===== src/rtl/pktbuf_pkg.sv =====
package pktbuf_pkg;

    localparam int unsigned PB_DEPTH = 64;
    localparam int unsigned PB_WIDTH = 8;

    typedef enum logic [1:0] {
        MODE_STBY  = 2'd0,
        MODE_TX    = 2'd1,
        MODE_RX    = 2'd2,
        MODE_SLEEP = 2'd3
    } op_mode_e;

    typedef struct packed {
        logic push;
        logic pop;
        logic clear;
    } fifo_op_t;

    typedef struct packed {
        logic empty;
        logic full;
        logic level;
        logic overrun;
    } fifo_flags_t;

    function automatic logic host_may_write(op_mode_e m);
        return (m == MODE_STBY) || (m == MODE_TX);
    endfunction

    function automatic logic eng_may_write(op_mode_e m);
        return (m == MODE_RX);
    endfunction

endpackage


===== src/rtl/pktbuf_ctrl.sv =====
module pktbuf_ctrl
    import pktbuf_pkg::*;
#(
    parameter int unsigned DEPTH = PB_DEPTH,
    localparam int unsigned CW = $clog2(DEPTH) + 1
) (
    input  logic          clk,
    input  logic          rst,
    input  logic          flush_i,
    input  logic          ovr_clr_i,
    input  op_mode_e      mode_i,
    input  logic          host_wr_i,
    input  logic          eng_wr_i,
    input  logic          rd_i,
    output fifo_op_t      op_o,
    output logic          sel_eng_o,
    output logic [CW-1:0] count_o,
    output logic          overrun_o
);

    localparam logic [CW-1:0] FULL_CNT = CW'(DEPTH);

    logic          want_wr;
    logic          is_full;
    logic          is_empty;
    logic          clear;
    logic [CW-1:0] count_q;
    logic          overrun_q;

    always_comb begin
        want_wr    = (host_may_write(mode_i) && host_wr_i) ||
                     (eng_may_write(mode_i) && eng_wr_i);
        sel_eng_o  = eng_may_write(mode_i);
        is_full    = (count_q == FULL_CNT);
        is_empty   = (count_q == '0);
        clear      = flush_i || ovr_clr_i;
        op_o.clear = clear;
        op_o.push  = want_wr && !is_full && !clear;
        op_o.pop   = rd_i && !is_empty && !clear;
    end

    always_ff @(posedge clk) begin
        if (rst || clear) begin
            count_q <= '0;
        end else begin
            unique case ({op_o.push, op_o.pop})
                2'b10:   count_q <= count_q + 1'b1;
                2'b01:   count_q <= count_q - 1'b1;
                default: count_q <= count_q;
            endcase
        end
    end

    always_ff @(posedge clk) begin
        if (rst || clear) begin
            overrun_q <= 1'b0;
        end else if (want_wr && is_full) begin
            overrun_q <= 1'b1;
        end
    end

    assign count_o   = count_q;
    assign overrun_o = overrun_q;

    AST_COUNT_BOUND: assert property (@(posedge clk) disable iff (rst)
        count_q <= FULL_CNT);
    AST_OVR_SET: assert property (@(posedge clk) disable iff (rst)
        (want_wr && is_full && !clear) |=> overrun_q);
    AST_OVR_STICKY: assert property (@(posedge clk) disable iff (rst)
        (overrun_q && !clear) |=> overrun_q);
    AST_RW_BALANCE: assert property (@(posedge clk) disable iff (rst)
        (op_o.push && op_o.pop) |=> (count_q == $past(count_q)));
    AST_CLEAR_ZERO: assert property (@(posedge clk) disable iff (rst)
        clear |=> (count_q == '0 && !overrun_q));

endmodule


===== src/rtl/pktbuf_mem.sv =====
module pktbuf_mem
    import pktbuf_pkg::*;
#(
    parameter int unsigned DEPTH = PB_DEPTH,
    parameter int unsigned WIDTH = PB_WIDTH,
    localparam int unsigned AW = $clog2(DEPTH)
) (
    input  logic             clk,
    input  logic             rst,
    input  fifo_op_t         op_i,
    input  logic             rd_req_i,
    input  logic [WIDTH-1:0] wdata_i,
    output logic [WIDTH-1:0] rd_data_o
);

    localparam logic [AW-1:0] LAST = AW'(DEPTH - 1);

    logic [WIDTH-1:0] store_q [DEPTH];
    logic [AW-1:0]    wptr_q;
    logic [AW-1:0]    rptr_q;
    logic [WIDTH-1:0] rd_q;

    function automatic logic [AW-1:0] bump(logic [AW-1:0] p);
        return (p == LAST) ? '0 : p + 1'b1;
    endfunction

    always_ff @(posedge clk) begin
        if (op_i.push) begin
            store_q[wptr_q] <= wdata_i;
        end
    end

    always_ff @(posedge clk) begin
        if (rst || op_i.clear) begin
            wptr_q <= '0;
            rptr_q <= '0;
        end else begin
            if (op_i.push) wptr_q <= bump(wptr_q);
            if (op_i.pop)  rptr_q <= bump(rptr_q);
        end
    end

    always_ff @(posedge clk) begin
        if (rst) begin
            rd_q <= '0;
        end else if (rd_req_i && !op_i.clear) begin
            rd_q <= op_i.pop ? store_q[rptr_q] : '0;
        end
    end

    assign rd_data_o = rd_q;

    AST_EMPTY_READ_ZERO: assert property (@(posedge clk) disable iff (rst)
        (rd_req_i && !op_i.pop && !op_i.clear) |=> (rd_q == '0));
    AST_PTR_HOLD: assert property (@(posedge clk) disable iff (rst)
        (!op_i.push && !op_i.pop && !op_i.clear) |=> ($stable(wptr_q) && $stable(rptr_q)));

endmodule


===== src/rtl/pktbuf_status.sv =====
module pktbuf_status
    import pktbuf_pkg::*;
#(
    parameter int unsigned DEPTH = PB_DEPTH,
    localparam int unsigned AW = $clog2(DEPTH),
    localparam int unsigned CW = AW + 1
) (
    input  logic          clk,
    input  logic          rst,
    input  logic [CW-1:0] count_i,
    input  logic [AW-1:0] thresh_i,
    input  logic          overrun_i,
    input  logic          cs_n_i,
    output fifo_flags_t   flags_o,
    output logic          host_empty_o
);

    logic cs_n_q;
    logic host_empty_q;
    logic cs_fall;

    always_comb begin
        flags_o.empty   = (count_i == '0);
        flags_o.full    = (count_i == CW'(DEPTH));
        flags_o.level   = (count_i > {1'b0, thresh_i});
        flags_o.overrun = overrun_i;
        cs_fall         = cs_n_q && !cs_n_i;
    end

    always_ff @(posedge clk) begin
        if (rst) begin
            cs_n_q       <= 1'b1;
            host_empty_q <= 1'b1;
        end else begin
            cs_n_q <= cs_n_i;
            if (cs_fall) host_empty_q <= flags_o.empty;
        end
    end

    assign host_empty_o = host_empty_q;

    AST_HOST_EMPTY_HOLD: assert property (@(posedge clk) disable iff (rst)
        !cs_fall |=> $stable(host_empty_q));
    AST_FLAG_EXCL: assert property (@(posedge clk) disable iff (rst)
        !(flags_o.empty && flags_o.full));
    AST_FULL_ABOVE_LEVEL: assert property (@(posedge clk) disable iff (rst)
        flags_o.full |-> flags_o.level);

endmodule


===== src/rtl/pktbuf_top.sv =====
module pktbuf_top
    import pktbuf_pkg::*;
#(
    parameter int unsigned DEPTH = PB_DEPTH,
    parameter int unsigned WIDTH = PB_WIDTH,
    localparam int unsigned AW = $clog2(DEPTH),
    localparam int unsigned CW = AW + 1
) (
    input  logic             clk,
    input  logic             rst,
    input  logic             flush_i,
    input  logic [1:0]       mode_i,
    input  logic             host_wr_i,
    input  logic [WIDTH-1:0] host_wdata_i,
    input  logic             eng_wr_i,
    input  logic [WIDTH-1:0] eng_wdata_i,
    input  logic             rd_i,
    output logic [WIDTH-1:0] rd_data_o,
    input  logic             cs_n_i,
    input  logic             ovr_clr_i,
    input  logic [AW-1:0]    thresh_i,
    output logic             empty_o,
    output logic             full_o,
    output logic             overrun_o,
    output logic             level_o,
    output logic             host_empty_o
);

    fifo_op_t         op;
    fifo_flags_t      flags;
    logic             sel_eng;
    logic [CW-1:0]    count;
    logic             overrun;
    logic [WIDTH-1:0] wdata;

    assign wdata = sel_eng ? eng_wdata_i : host_wdata_i;

    pktbuf_ctrl #(.DEPTH(DEPTH)) ctrl_i (
        .clk       (clk),
        .rst       (rst),
        .flush_i   (flush_i),
        .ovr_clr_i (ovr_clr_i),
        .mode_i    (op_mode_e'(mode_i)),
        .host_wr_i (host_wr_i),
        .eng_wr_i  (eng_wr_i),
        .rd_i      (rd_i),
        .op_o      (op),
        .sel_eng_o (sel_eng),
        .count_o   (count),
        .overrun_o (overrun)
    );

    pktbuf_mem #(.DEPTH(DEPTH), .WIDTH(WIDTH)) mem_i (
        .clk       (clk),
        .rst       (rst),
        .op_i      (op),
        .rd_req_i  (rd_i),
        .wdata_i   (wdata),
        .rd_data_o (rd_data_o)
    );

    pktbuf_status #(.DEPTH(DEPTH)) status_i (
        .clk          (clk),
        .rst          (rst),
        .count_i      (count),
        .thresh_i     (thresh_i),
        .overrun_i    (overrun),
        .cs_n_i       (cs_n_i),
        .flags_o      (flags),
        .host_empty_o (host_empty_o)
    );

    assign empty_o   = flags.empty;
    assign full_o    = flags.full;
    assign overrun_o = flags.overrun;
    assign level_o   = flags.level;

endmodule


===== config.mk =====
export PLATFORM = sky130hd
export DESIGN_NAME = pktbuf_top
export DESIGN_NICKNAME = d
export VERILOG_FILES = /design/src/rtl/pktbuf_pkg.sv /design/src/rtl/pktbuf_ctrl.sv /design/src/rtl/pktbuf_mem.sv /design/src/rtl/pktbuf_status.sv /design/src/rtl/pktbuf_top.sv
export SDC_FILE = /design/constraint.sdc
export NUM_CORES = 1
export LEC_CHECK = 0
export BUFFER_PORTS_ARGS = -buffer_cell sky130_fd_sc_hd__buf_2
export CAP_MARGIN = 5
export CORE_MARGIN = 2
export CORE_UTILIZATION = 56
export DETAILED_ROUTE_END_ITERATION = 8
export PLACE_DENSITY = 0.8
export SETUP_SLACK_MARGIN = 0.4
export SLEW_MARGIN = 20
export SYNTH_ARGS = -nofsm -noshare
export SYNTH_HDL_FRONTEND = slang
export SYNTH_HIERARCHICAL = 1
export SYNTH_SLANG_ARGS = --single-unit

===== constraint.sdc =====
create_clock -name clk -period 4.1 [get_ports clk]
set_input_delay 0.82 -clock clk [delete_from_list [all_inputs] [get_ports clk]]
set_output_delay 0.82 -clock clk [all_outputs]
set_load 0.02 [all_outputs]

==> flow_metrics.py <==
metrics = {
    "cells_and_area": {
        "syn_to_final_growth_pct": 12.3,
        "nFillCells": 2504,
        "final_area_sq_mm": 0.0246,
        "regArea_sq_mm": 0.0161,
        "drive_gt1_share_pct": 25.1,
        "nets": 1318,
        "multi_input_area_sq_mm": 0.00540,
    },
    "logic_synthesis": {
        "async_flop_share_pct": 0,
        "syn-cell-area_sq_mm": 0.0219,
        "syn_nets": 1221,
        "ys_ff_latch": 548,
        "syn_inst": 1174,
        "yosys_warnings": 6,
        "synthFlopType": "edfxtp_1",
        "avgSynthCellArea_sq_um": 18.7,
        "ys_seq_area_share_pct": 73.5,
        "ys_types": 61,
        "synth-edff-count": 512,
    },
    "routing": {
        "final_antenna_net_count": 0,
        "dr_total_vias": 11700,
        "drc": 0,
        "vias_per_cell": 6.40,
        "wl_mm": 49.1,
        "drtPass1Iterations": 7,
        "drtIter0Drc": 1526,
        "avgRoutedWirePerCell_microns": 26.8,
    },
    "critical_path": {
        "start_kind": "flip-flop",
        "cp-end-kind": "primary output",
        "cp_top_family": "compound AO/OA/AOI/OAI gates",
        "crit_chain": "ha_1, a21o_1, a211o_1, o22a_1, buf_2",
        "r2r_cells": 13,
        "max_stage_delay_ns": 0.44,
        "crit_buf_inv": 1,
        "cp_slowest_cell": "dfxtp_1",
        "path_max_fanout": 5,
        "critPathRequiredTime_ns": 3.28,
        "worstPathArrival_ns": 2.12,
        "cp.depth": 5,
        "crit_type": "flip-flop to primary output",
    },
    "global_route": {
        "grt_pass1_wl_mm": 73.6,
        "grt.overflow.total": 0,
        "track_usage_pct": 24.4,
        "grt_pass1_vias": 11800,
        "antenna_found_initial": 0,
        "grt_max_degree": 89,
    },
    "hold_path": {
        "holdPathStages": 2,
        "hold_path.class": "input port to flip-flop",
    },
    "placement": {
        "post_dp_cell_area_sq_mm": 0.0229,
        "io_buffers": 44,
        "gp_congestion": 0.886,
        "dp_hpwl_mm": 29.8,
    },
    "floorplan": {
        "rows": 72,
        "start_util_pct": 56.7,
        "die_y_microns": 202,
        "die_width_microns": 202,
        "core-area_sq_mm": 0.0386,
        "die_area_sq_mm": 0.0407,
        "pin_count": 45,
    },
    "timing": {
        "period_share_pct": 71.8,
        "tightest_slew_ns": 1.05,
        "rsz0062_at_grt": "false",
        "slew_violations": 0,
        "slew_headroom_pct": 29.9,
        "setup_viol": 0,
        "post-route-min-period_ns": 2.94,
        "finalHoldViolations": 0,
        "clock-skew-final_ns": 0.0144,
        "fmaxAchievable_mhz": 340,
        "tns_ns": 0,
    },
    "power_and_ir_drop": {
        "leakagePower_uw": 0.00769,
        "vdd_drop_max_uv": 454,
        "p_per_area_mw_per_mm2": 449,
    },
    "clock_network": {
        "cts_buffer_depth": 3,
        "cts-root-buf": "clkbuf_16",
        "clk_latency_ns": 0.57,
        "cts_setup_buffers": 0,
        "clkTransAtPathRegs_ns": 0.06,
        "htreeDepth": 2,
        "cts.sinks": 548,
        "cts_tree": "built",
        "cts_buffers": 51,
        "ctsHoldBuffers": 0,
        "cts-resized-gates": 0,
    },
    "run": {
        "maxCapViolCount": 0,
    },
    "outcome": {
        "status": "finished, final reports clean",
    },
}
==> synthesized netlist by cell type, types with 2 or more instances <==
master      n  area, sq um
a211o_1     2         17.5
a211oi_1    3         22.5
a21o_1      7         52.6
a21oi_1    17         85.1
a221oi_1    5         43.8
a22o_1      2         17.5
a22oi_1     5         37.5
a31oi_1     4         25.0
a32oi_1     7         61.3
buf_1       6         22.5
buf_2       6         30.0
buf_4      17          128
buf_6       8         90.1
clkbuf_1   27          101
dfxtp_1    36          721
edfxtp_1  512        15400
ha_1       14          175
inv_1      12         45.0
mux2_2      2         22.5
mux2_4      8          120
mux2i_1    39          390
mux4_2    119         2680
nand2_1    61          229
nand2b_1    6         37.5
nand3_1    24          120
nand4_1    11         68.8
nand4b_1    3         26.3
nor2_1    102          383
nor2b_1     9         56.3
nor3_1     14         70.1
nor3b_1     4         30.0
nor4_1      4         25.0
o211ai_1    4         30.0
o21a_1      2         15.0
o21ai_0    12         60.1
o22a_1      7         61.3
o22ai_1    11         68.8
o31a_1      2         17.5
o31ai_1     4         30.0
or2_2       6         37.5
or3b_2      2         17.5
xnor2_1     2         17.5
xor2_1      8         70.1
==> layer usage <==
layer | GRT usage, % | up-vias | routed length [microns]
met1 | 33.8 | 5974 | 18400
met2 | 39.3 | 697 | 23900
met5 | 0 | - | 0
li1 | - | 4915 | -
met4 | 8.85 | 0 | 1740
met3 | 4.77 | 131 | 5000
==> where the power goes <==
| part | total (uW) | switching (uW) | internal [uW] |
|---|---|---|---|
| clock | 4700 | 1970 | 2740 |
| combinational | 195 | 161 | 34.3 |
| sequential | 6160 | 1.71 | 6150 |
==> worst register-to-register path, cell delays in order (launching register included) <==
cell     delay (ns)
dfxtp_1        0.44
nor2_1         0.10
nand3_1        0.09
nor2_1         0.06
nor3b_1        0.21
buf_4          0.19
ha_1           0.33
inv_1          0.13
fa_1           0.44
nor2b_4        0.15
o31a_1         0.17
nor4_1         0.08
o31a_1         0.33
nor3_2         0.14
==> area by class of cell <==
cell class / instances / share of cell area, %
clock inverter: 30 / 1.22
timing repair buffer: 108 / 3.00
antenna: 1 / 0.0102
inverter: 12 / 0.183
multi-input combinational: 550 / 21.9
sequential: 548 / 65.5
clock buffer: 64 / 5.56
tap: 518 / 2.63
==> final timing paths <==
path                     startpoint                 to  slack, ns
setup / recovery  ctrl_i/count_o[4]            level_o       1.16
hold / removal               cs_n_i    status_i/cs_n_q       0.45
hold reg to reg    ctrl_i/overrun_o   ctrl_i/overrun_o       0.48
setup reg to reg  ctrl_i/count_o[4]  ctrl_i/count_o[6]       1.19
==> logic make-up (layout without fill, tap and decap cells) <==
kind of cell / count (synthesis) / count (layout) / share of synthesized area (%)
compound gates: 99 / 99 / 3.13
xor+xnor: 10 / 10 / 0.400
fa+ha+maj: 15 / 15 / 0.891
buf+inv: 76 / 214 / 1.90
flops: 548 / 548 / 73.5
mux: 168 / 168 / 14.7
other cells: 0 / 1 / 0
simple gates: 258 / 258 / 5.55
==> sequential cells by signal, indices dropped and copies added (netlist names), named ones only <==
| name | flops |
|---|---|
| ctrl_i/overrun_o | 1 |
| ctrl_i/count_o | 7 |
| mem_i/rd_data_o | 8 |
| mem_i/rptr_q | 6 |
| status_i/cs_n_q | 1 |
| status_i/host_empty_o | 1 |
| mem_i/store_q | 512 |
| mem_i/wptr_q | 6 |
==> metrics by stage <==
| step | hold WS (ns) | std cells | setup WS (ns) | power, uW | utilization, % |
|---|---|---|---|---|---|
| final | 0.454 | 1831 | 1.16 | 11100 | 63.7 |
| after CTS | 0.438 | 1830 | 1.14 | 11100 | 63.7 |
| after floorplan | 0.441 | 1174 | 1.02 | 6370 | - |
| after detailed placement | 0.464 | 1736 | 0.639 | 6470 | 59.3 |
| after global placement | 0.448 | 1736 | 0.738 | 6460 | 59.3 |
| after global routing | 0.466 | 1830 | 1.04 | 11300 | 63.7 |
==> cells in the final DEF (no fill, tap or decap), types with 12 or more instances in the layout <==
| master | netlist | routed |
|---|---|---|
| nor2_1 | 102 | 102 |
| a21oi_1 | 17 | 17 |
| mux4_2 | 119 | 119 |
| nand2_1 | 61 | 61 |
| clkbuf_16 | 0 | 53 |
| nand3_1 | 24 | 24 |
| o21ai_0 | 12 | 12 |
| buf_2 | 6 | 44 |
| dfxtp_1 | 36 | 33 |
| inv_1 | 12 | 12 |
| mux2i_1 | 39 | 39 |
| ha_1 | 14 | 14 |
| buf_4 | 17 | 61 |
| nor3_1 | 14 | 14 |
| edfxtp_1 | 512 | 512 |
Note: power is estimated with default switching activity, not from simulation.
